<file path="config.mk">
export PLATFORM = sky130hd
export DESIGN_NAME = sync_mask_clamp
export DESIGN_NICKNAME = d
export VERILOG_FILES = /design/src/rtl/smc_pkg.sv /design/src/rtl/smc_sync_chain.sv /design/src/rtl/smc_sync_front.sv /design/src/rtl/smc_mask_window.sv /design/src/rtl/smc_clamp_route.sv /design/src/rtl/sync_mask_clamp.sv
export SDC_FILE = /design/constraint.sdc
export NUM_CORES = 1
export LEC_CHECK = 0
export BUFFER_PORTS_ARGS = -buffer_cell sky130_fd_sc_hd__buf_2
export CORE_ASPECT_RATIO = 0.9
export CORE_UTILIZATION = 48
export CTS_CLUSTER_DIAMETER = 120
export DETAILED_ROUTE_END_ITERATION = 12
export PLACE_DENSITY = 0.71
export SLEW_MARGIN = 20
export SYNTH_ARGS = -nofsm -noshare
export SYNTH_HDL_FRONTEND = slang
export SYNTH_SLANG_ARGS = --single-unit
</file>
<file path="constraint.sdc">
create_clock -name clk -period 1.8 [get_ports clk]
set_clock_uncertainty 0.1 [all_clocks]
set_input_delay 0.36 -clock clk [delete_from_list [all_inputs] [get_ports clk]]
set_output_delay 0.36 -clock clk [all_outputs]
set_load 0.03 [all_outputs]
</file>
<file path="src/rtl/smc_pkg.sv">
// Shared encodings for the sync mask / clamp routing block.
package smc_pkg;

    // Signal driven onto the shared pad in monitor mode.
    typedef enum logic [1:0] {
        MON_TIP = 2'b00,
        MON_PED = 2'b01,
        MON_DET = 2'b10,
        MON_OFF = 2'b11
    } mon_sel_e;

    // Which clamp outputs take the pad level in external mode.
    typedef enum logic [1:0] {
        CLM_INT      = 2'b00,
        CLM_EXT_TIP  = 2'b01,
        CLM_EXT_PED  = 2'b10,
        CLM_EXT_BOTH = 2'b11
    } clamp_mode_e;

endpackage

</file>
<file path="src/rtl/smc_sync_chain.sv">
// Multi-bit flop synchronizer. Each bit is treated independently; the caller
// must tolerate one cycle of uncertainty on asynchronous changes.
module smc_sync_chain #(
    parameter int WIDTH  = 1,
    parameter int STAGES = 2
) (
    input  logic             clk,
    input  logic             rst_n,
    input  logic [WIDTH-1:0] d,
    output logic [WIDTH-1:0] q
);
    logic [WIDTH-1:0] stg [STAGES];

    // Shift the raw level through the synchronizer stages.
    always_ff @(posedge clk) begin
        if (!rst_n) begin
            for (int i = 0; i < STAGES; i++) stg[i] <= '0;
        end else begin
            stg[0] <= d;
            for (int i = 1; i < STAGES; i++) stg[i] <= stg[i-1];
        end
    end

    assign q = stg[STAGES-1];
endmodule

</file>
<file path="src/rtl/smc_sync_front.sv">
// Synchronizes every raw sync input, selects one by source code and flags
// its rising edges. Code 0 selects nothing; code i+1 selects input i.
module smc_sync_front #(
    parameter int NUM_SRC = 3,
    parameter int STAGES  = 2,
    parameter int SEL_W   = 2
) (
    input  logic               clk,
    input  logic               rst_n,
    input  logic [NUM_SRC-1:0] sync_raw,
    input  logic [SEL_W-1:0]   src_sel,
    output logic               src_off,
    output logic               sel_rise
);
    logic [NUM_SRC-1:0] synced;
    logic               sel_level;
    logic               prev_level;

    smc_sync_chain #(.WIDTH(NUM_SRC), .STAGES(STAGES)) i_sync (
        .clk   (clk),
        .rst_n (rst_n),
        .d     (sync_raw),
        .q     (synced)
    );

    // Pick the synchronized level matching the source code.
    always_comb begin
        sel_level = 1'b0;
        for (int i = 0; i < NUM_SRC; i++) begin
            if (src_sel == SEL_W'(i + 1)) sel_level = synced[i];
        end
    end

    // Remember the previous selected level for edge detection.
    always_ff @(posedge clk) begin
        if (!rst_n) prev_level <= 1'b0;
        else        prev_level <= sel_level;
    end

    assign src_off  = (src_sel == '0);
    assign sel_rise = sel_level & ~prev_level & ~src_off;
endmodule

</file>
<file path="src/rtl/smc_mask_window.sv">
// Accepts sync edges while no window is open, emits a one-cycle detect pulse
// and opens a fixed-length blanking window. Assumes the edge input is already
// synchronous. Accept outranks clear; clear outranks the window timeout.
module smc_mask_window #(
    parameter int MASK_LEN = 1536
) (
    input  logic clk,
    input  logic rst_n,
    input  logic rise,
    input  logic clr,
    input  logic src_off,
    output logic det,
    output logic active
);
    localparam int CNT_W = (MASK_LEN > 1) ? $clog2(MASK_LEN) : 1;
    localparam logic [CNT_W-1:0] LAST = CNT_W'(MASK_LEN - 1);

    logic [CNT_W-1:0] cnt;
    logic             accept;

    assign accept = rise & ~active & ~src_off;

    // Register the detect pulse.
    always_ff @(posedge clk) begin
        if (!rst_n) det <= 1'b0;
        else        det <= accept;
    end

    // Window state and cycle counter.
    always_ff @(posedge clk) begin
        if (!rst_n) begin
            active <= 1'b0;
            cnt    <= '0;
        end else if (src_off) begin
            active <= 1'b0;
            cnt    <= '0;
        end else if (accept) begin
            active <= 1'b1;
            cnt    <= '0;
        end else if (clr) begin
            active <= 1'b0;
            cnt    <= '0;
        end else if (active) begin
            if (cnt == LAST) begin
                active <= 1'b0;
                cnt    <= '0;
            end else begin
                cnt <= cnt + 1'b1;
            end
        end
    end
endmodule

</file>
<file path="src/rtl/smc_clamp_route.sv">
// Chooses internal or pad-sourced clamp timing and drives the shared pad
// with a monitor signal when it is not an input. Pad input is asynchronous
// and synchronized here; internal pulses are assumed synchronous.
module smc_clamp_route
    import smc_pkg::*;
#(
    parameter int STAGES = 2
) (
    input  logic       clk,
    input  logic       rst_n,
    input  logic       ext_en,
    input  logic [1:0] clamp_mode,
    input  logic [1:0] mon_sel,
    input  logic       tip_in,
    input  logic       ped_in,
    input  logic       det,
    input  logic       pin_in,
    output logic       tip_out,
    output logic       ped_out,
    output logic       pin_out,
    output logic       pin_oe
);
    clamp_mode_e mode;
    mon_sel_e    msel;
    logic        pin_sync;
    logic        ext_use;
    logic        mon_val;

    assign mode = clamp_mode_e'(clamp_mode);
    assign msel = mon_sel_e'(mon_sel);

    smc_sync_chain #(.WIDTH(1), .STAGES(STAGES)) i_pin_sync (
        .clk   (clk),
        .rst_n (rst_n),
        .d     (pin_in),
        .q     (pin_sync)
    );

    assign ext_use = ext_en & (mode != CLM_INT);

    // Replace internal clamp pulses by the pad level as the mode asks.
    always_comb begin
        tip_out = tip_in;
        ped_out = ped_in;
        if (ext_use) begin
            if (mode == CLM_EXT_TIP || mode == CLM_EXT_BOTH) tip_out = pin_sync;
            if (mode == CLM_EXT_PED || mode == CLM_EXT_BOTH) ped_out = pin_sync;
        end
    end

    // Select the monitor signal.
    always_comb begin
        case (msel)
            MON_TIP: mon_val = tip_in;
            MON_PED: mon_val = ped_in;
            MON_DET: mon_val = det;
            default: mon_val = 1'b0;
        endcase
    end

    assign pin_oe  = ~ext_use;
    assign pin_out = ext_use ? 1'b0 : mon_val;
endmodule

</file>
<file path="src/rtl/sync_mask_clamp.sv">
// Top level: sync source selection with post-edge blanking, plus clamp timing
// source selection and pad monitor. Control fields are static register bits
// except mask_clr, a one-cycle strobe.
module sync_mask_clamp #(
    parameter int NUM_SRC  = 3,
    parameter int MASK_LEN = 1536,
    parameter int STAGES   = 2,
    localparam int SEL_W   = $clog2(NUM_SRC + 1)
) (
    input  logic               clk,
    input  logic               rst_n,
    input  logic [NUM_SRC-1:0] sync_raw,
    input  logic [SEL_W-1:0]   src_sel,
    input  logic               mask_clr,
    input  logic               ext_clamp_en,
    input  logic [1:0]         clamp_mode,
    input  logic [1:0]         mon_sel,
    input  logic               tip_clamp_in,
    input  logic               ped_clamp_in,
    input  logic               clamp_pin_in,
    output logic               sync_det,
    output logic               mask_active,
    output logic               tip_clamp_out,
    output logic               ped_clamp_out,
    output logic               clamp_pin_out,
    output logic               clamp_pin_oe
);
    logic src_off;
    logic sel_rise;

    smc_sync_front #(.NUM_SRC(NUM_SRC), .STAGES(STAGES), .SEL_W(SEL_W)) i_front (
        .clk      (clk),
        .rst_n    (rst_n),
        .sync_raw (sync_raw),
        .src_sel  (src_sel),
        .src_off  (src_off),
        .sel_rise (sel_rise)
    );

    smc_mask_window #(.MASK_LEN(MASK_LEN)) i_window (
        .clk     (clk),
        .rst_n   (rst_n),
        .rise    (sel_rise),
        .clr     (mask_clr),
        .src_off (src_off),
        .det     (sync_det),
        .active  (mask_active)
    );

    smc_clamp_route #(.STAGES(STAGES)) i_route (
        .clk        (clk),
        .rst_n      (rst_n),
        .ext_en     (ext_clamp_en),
        .clamp_mode (clamp_mode),
        .mon_sel    (mon_sel),
        .tip_in     (tip_clamp_in),
        .ped_in     (ped_clamp_in),
        .det        (sync_det),
        .pin_in     (clamp_pin_in),
        .tip_out    (tip_clamp_out),
        .ped_out    (ped_clamp_out),
        .pin_out    (clamp_pin_out),
        .pin_oe     (clamp_pin_oe)
    );
endmodule

</file>
==> impl_metrics.csv, run 1 <==
group,metric,value,unit
die,core,0.00177,mm2
grt,grt_max_degree,13,
logic_synthesis,synthTopCellsByArea,"dfxtp_1, and2_1, nor2_1",
setup_path,crit_required,1.89,ns
logic_synthesis,syn_avg_cell_area,9.55,um2
cts,cts_inserted_buffers,3,
cts,postCtsSetupBuffers,0,
sta,period_share,0.883,
setup_path,cp_slowest_cell,"dfxtp_1",
pwr,ir_drop,615,uV
final_layout,drive_gt1_frac,0.250,
die,num_rows,14,
drt,vias_per_cell,4.91,
logic_synthesis,async_flop_share,0,
die,die_w,49.0,um
grt,gr-usage-met2,0.244,
logic_synthesis,synth.net_count,117,
setup_path,path_delay_family,"simple AND/OR/NAND/NOR gates",
cts,clk_pin_slew_worst_paths,0.12,ns
min_path,min_path_type,"in2reg",
logic_synthesis,ys_types,26,
drt,wl_per_cell,10.9,um
cts,cts_sinks,22,
logic_synthesis,yosys-top-cells-count,"dfxtp_1, nor2_1, and2_1, nand2_1, xor2_1",
grt,gr-total-overflow,0,
sta,fin_crit,1.59,ns
logic_synthesis,ys_ff_latch,22,
min_path,min_path_cells,2,
grt,grt_pass1_wl,2770,um
final_layout,multiInputGateArea,495,um2
pwr,finalPower,0.848,mW
pwr,powerDensity,758,mW/mm2
cts,htreeDepth,1,
pwr,p_leak,0.471,nW
setup_path,cp_cell_sequence,"ha_1 > and3b_1 > nand4_2 > o211ai_4 > nor2_1",
final_layout,finish.utilization,0.632,
logic_synthesis,synth_warnings,0,
cts,cts.hold.buffers_added,0,
sta,grt_setup_unrepaired,"false",
final_layout,fillers,144,
cts,insertion_delay,0.30,ns
min_path,hp-start,"sync_raw[0]",
final_layout,nets,142,
flow_run,maxCapViolCount,0,
sta,maxSlewViolCount,0,
place,dp_hpwl,1250,um
die,start_util,0.540,
grt,met1_usage,0.228,
final_layout,diodes,0,
setup_path,arrival,1.68,ns
grt,track_usage,0.170,
drt,drc_errors,0,
logic_synthesis,synth_seq_area_share,0.461,
logic_synthesis,synthFlopType,"dfxtp_1",
setup_path,rrSetupSlack,0.21,ns
sta,fmax,629,MHz
setup_path,critPathCaptureType,"register",
place,port_buffers,21,
logic_synthesis,syn_area,955,um2
place,place.gp.congestion,0.834,
drt,drtAntennaViolNets,0,
run_status,status,"finished, final reports clean",
setup_path,worstReg2RegStart,"i_window.cnt[0]",
sta,relSlewSlack,0.765,
sta,worst_slack,0.211,ns
sta,tightest_slew,0.349,ns
sta,final-hold-violation-count,0,
cts,clockBufferDepth,2,
grt,grt.busiest_layer,"met2",
final_layout,area.growth.synth_to_final,17.2,%
drt,drt_iter0_drc,14,
logic_synthesis,yosysTopAreaCell,"dfxtp_1",
drt,drt-total-wl,1620,um
logic_synthesis,synth_top_area_share,0.461,
setup_path,ff2ff_path_depth,5,
grt,antenna_found_initial,0,
setup_path,cp_max_fo,8,
setup_path,worstSetupStartpointType,"register",
die,die_area,0.00217,mm2
grt,first_global_vias,640,
setup_path,crit_type,"reg2reg",
logic_synthesis,synth-edff-count,0,
sta,tns,0,ns
grt,met3_usage,0.0550,
setup_path,critical_path_buf_inv_count,0,
cts,cts_resized,0,
die,die_h,44.3,um
cts,cts_root_buffer,"clkbuf_4",
cts,cts_tree,"done",
drt,dr_total_vias,727,
sta,finalSetupViolCount,0,
die,pin_count,22,
setup_path,max_stage_delay,0.38,ns
min_path,min_to,"i_front.i_sync.stg[0][0]",
drt,drtPass1Iterations,4,
final_layout,ff_latch_area,440,um2
setup_path,r2r-end,"i_window.cnt[2]",
logic_synthesis,synth.most_common_cell,"dfxtp_1",
logic_synthesis,synthCells,100,
place,place_ws,0.232,ns
==> state kept, by name (all words and copies together), names as in the netlist <==
| register | count |
|---|---|
| i_window.cnt | 11 |
| i_front.i_sync.stg | 6 |
| i_route.i_pin_sync.stg | 2 |
| i_front.prev_level | 1 |
| i_window.active | 1 |
| i_window.det | 1 |
==> cell families after synthesis <==
family | after synthesis | synth area share
AOI/OAI and AO/OA | 9 | 0.0878
xor gates and xnor gates | 9 | 0.0826
adders and majority gates | 1 | 0.0131
buffers and inverters | 4 | 0.0197
DFF | 22 | 0.461
muxes | 4 | 0.0498
and+or+nand+nor | 51 | 0.286
==> layer usage <==
metal,up-vias,wire [um]
li1,387,-
met1,307,825
met4,0,45
met2,27,635
met5,-,0
met3,6,109
==> metrics by stage <==
stage	instances	hold WS (ns)	area, um2
global placement	144	0.314	1080
CTS	148	0.153	1120
floorplan	100	0.312	955
finish	148	0.160	1120
global route	148	0.135	1120
detailed placement	144	0.323	1080
==> worst max-delay path by stage <==
stage                          from               to  slack, ns  depth (start not counted)
CTS                 i_window.cnt[0]  i_window.cnt[2]       0.21                          5
floorplan             clamp_mode[0]    clamp_pin_out       0.11                          2
global route        i_window.cnt[0]  i_window.cnt[5]       0.12                          5
finish              i_window.cnt[0]  i_window.cnt[2]       0.21                          5
detailed placement  i_window.cnt[1]  i_window.cnt[2]       0.23                          5
global placement         src_sel[1]  i_window.cnt[0]       0.27                          5
==> placed cells by master, fill, tap and decap left out, drive strengths merged <==
cell    count
o21ai       4
mux2i       1
clkbuf      4
nor2       13
nand4       4
nor4        1
o211ai      1
nand2      10
buf        21
nor3b       1
dfxtp      22
a32oi       1
and3        2
and3b       1
and2       11
a21oi       3
and4        1
xor2        5
ha          1
nor3        1
mux2        3
xnor2       4
nand3       3
inv         3
nand3b      3
==> power breakdown <==
part	leakage, nW	switching (mW)	internal (mW)	total [mW]
Combinational	0.271	0.0468	0.0365	0.0833
Clock	0.0210	0.140	0.123	0.263
Sequential	0.179	0.00473	0.497	0.502
==> area by class of cell <==
type | count | area share
timing repair buffer | 21 | 0.0940
inverter | 3 | 0.0101
tap | 24 | 0.0268
multi-input combinational | 74 | 0.443
sequential | 22 | 0.394
clock buffer | 4 | 0.0324
No activity file was read; power rests on OpenSTA's default activity.
==> run 2: changes to the inputs <==
REMOVE_ABC_BUFFERS = 1   (was not set)
==> run 2 against run 1 <==
  * Count of clock-buffer cells in the layout is 1 lower
  * Die area stayed put
  * Sequential share of layout area fell by 0.56 points
  * Worst setup slack better by 0.020 ns
  * Final cell count unchanged
  * Worst hold slack lost 0.0074 ns
  * Critical path type is now reg2out
  * Largest cell class unchanged
  * Largest power group unchanged
==> impl_metrics.csv, run 2 (synthesis gave the netlist of run 1 again) <==
group,metric,value,unit
drt,vias_per_cell,4.84,
min_path,min_path_type,"in2reg",
sta,relSlewSlack,0.746,
die,num_rows,14,
setup_path,crit_required,1.34,ns
grt,track_usage,0.184,
cts,cts_inserted_buffers,3,
die,die_w,49.0,um
final_layout,nets,142,
drt,drtAntennaViolNets,0,
die,core,0.00177,mm2
final_layout,reg_top3,"i_window.cnt: 11 flops, i_front.i_sync.stg: 6 flops, i_route.i_pin_sync.stg: 2 flops",
sta,final-hold-violation-count,0,
setup_path,worst-path-stages,4,
grt,first_global_vias,681,
pwr,ir_drop,628,uV
grt,grt_pass1_wl,2860,um
setup_path,arrival,1.11,ns
final_layout,largest_register_ff_count,11,
setup_path,rrSetupSlack,0.28,ns
final_layout,largest_register,"i_window.cnt",
cts,clockBufferDepth,2,
setup_path,cp_slowest_cell,"dfxtp_1",
setup_path,critical_path_buf_inv_count,1,
setup_path,worstSetupStartpointType,"register",
place,dp_hpwl,1280,um
final_layout,mostFrequentLayoutCells,"dfxtp_1, buf_2, nor2_1",
die,pin_count,22,
final_layout,fillers,153,
setup_path,crit_type,"reg2out",
cts,clk_pin_slew_worst_paths,0.11,ns
final_layout,area.growth.synth_to_final,18.9,%
drt,drt_iter0_drc,26,
setup_path,path_delay_family,"flip-flops",
cts,cts_resized,0,
pwr,finalPower,0.949,mW
drt,dr_total_vias,717,
grt,antenna_found_initial,0,
setup_path,ff2ff_path_depth,5,
final_layout,ff_latch_area,440,um2
setup_path,cp-startpoint,"i_window.det",
flow_run,maxCapViolCount,0,
grt,grt_max_degree,14,
pwr,p_leak,0.478,nW
cts,cts.hold.buffers_added,0,
drt,wl_per_cell,11.3,um
run_status,status,"finished, final reports clean",
drt,drc_errors,0,
final_layout,drive_gt1_frac,0.250,
sta,finalSetupViolCount,0,
final_layout,final_common_cell,"dfxtp_1",
cts,insertion_delay,0.30,ns
place,port_buffers,21,
cts,cts_sinks,22,
pwr,powerDensity,836,mW/mm2
setup_path,crit_path_end,"clamp_pin_out",
sta,tns,0,ns
setup_path,cp_cell_sequence,"nand3b_1 > o21ai_0 > and2_1 > buf_2",
cts,cts_tree,"done",
sta,maxSlewViolCount,0,
final_layout,diodes,0,
sta,fin_crit,1.57,ns
final_layout,multiInputGateArea,495,um2
drt,drt-total-wl,1670,um
setup_path,worstReg2RegStart,"i_window.cnt[1]",
sta,tightest_slew,0.380,ns
grt,gr-total-overflow,0,
die,die_h,44.3,um
cts,postCtsSetupBuffers,0,
die,die_area,0.00217,mm2
die,start_util,0.540,
final_layout,finish.utilization,0.641,
setup_path,r2r-end,"i_window.cnt[10]",
place,place.gp.congestion,0.773,
sta,fmax,637,MHz
cts,htreeDepth,1,
sta,period_share,0.872,
drt,drtPass1Iterations,4,
setup_path,critPathCaptureType,"output port",
setup_path,cp_max_fo,2,
sta,grt_setup_unrepaired,"false",
cts,cts_root_buffer,"clkbuf_4",
sta,hold-worst-slack,0.152,ns
setup_path,max_stage_delay,0.34,ns
==> run 2: cell count changes in the layout (fill, tap and decap cells not counted), sizes merged <==
cell and change:
bufinv +1, clkbuf -1
==> run 2: report_power, final <==
| part | switching [mW] | leakage [nW] | internal, mW | total [mW] |
|---|---|---|---|---|
| clock network | 0.139 | 0.0279 | 0.225 | 0.364 |
| registers | 0.00494 | 0.179 | 0.497 | 0.502 |
| logic | 0.0465 | 0.271 | 0.0363 | 0.0829 |
| total | 0.190 | 0.478 | 0.759 | 0.949 |
==> run 2: per-stage QoR <==
step	std cells	cell area, um2	setup WS [ns]
floorplan	99	947	-0.157
global placement	144	1080	0.290
detailed placement	144	1080	0.233
CTS	148	1130	0.220
global route	148	1130	0.0980
finish	148	1130	0.231
==> run 2: worst min-delay path by stage <==
stage	depth (start not counted)	startpoint	end	slack [ns]
global placement	1	i_front.i_sync.stg[0][1]	i_front.i_sync.stg[0][4]	0.31
floorplan	1	i_front.i_sync.stg[0][0]	i_front.i_sync.stg[0][3]	0.31
CTS	2	sync_raw[2]	i_front.i_sync.stg[0][2]	0.14
global route	2	sync_raw[2]	i_front.i_sync.stg[0][2]	0.13
detailed placement	1	i_front.i_sync.stg[0][2]	i_front.i_sync.stg[0][5]	0.32
finish	2	sync_raw[1]	i_front.i_sync.stg[0][1]	0.15
==> run 2: metal layers <==
metal  wire, um  vias to the layer above  global-route usage  share of wire
met5          0                        -                   0              0
met4         26                        0              0.0882          0.016
met3         81                        4              0.0653          0.048
met2        718                       19               0.306           0.43
met1        848                      304               0.215           0.51
li1           -                      390                   -              -
==> run 2: final cells by class <==
| type | instances | area share |
|---|---|---|
| clock buffer | 3 | 0.0198 |
| clock inverter | 1 | 0.0265 |
| inverter | 3 | 0.00992 |
| multi-input combinational | 74 | 0.437 |
| sequential | 22 | 0.388 |
| tap | 24 | 0.0265 |
| timing repair buffer | 21 | 0.0926 |
==> run 2: worst reg2reg max path, cell delays in order (launching register included) <==
cell      delay, ns
dfxtp_1        0.38
ha_1           0.19
and3b_1        0.18
nand4_2        0.17
o211ai_4       0.30
nor2_1         0.09
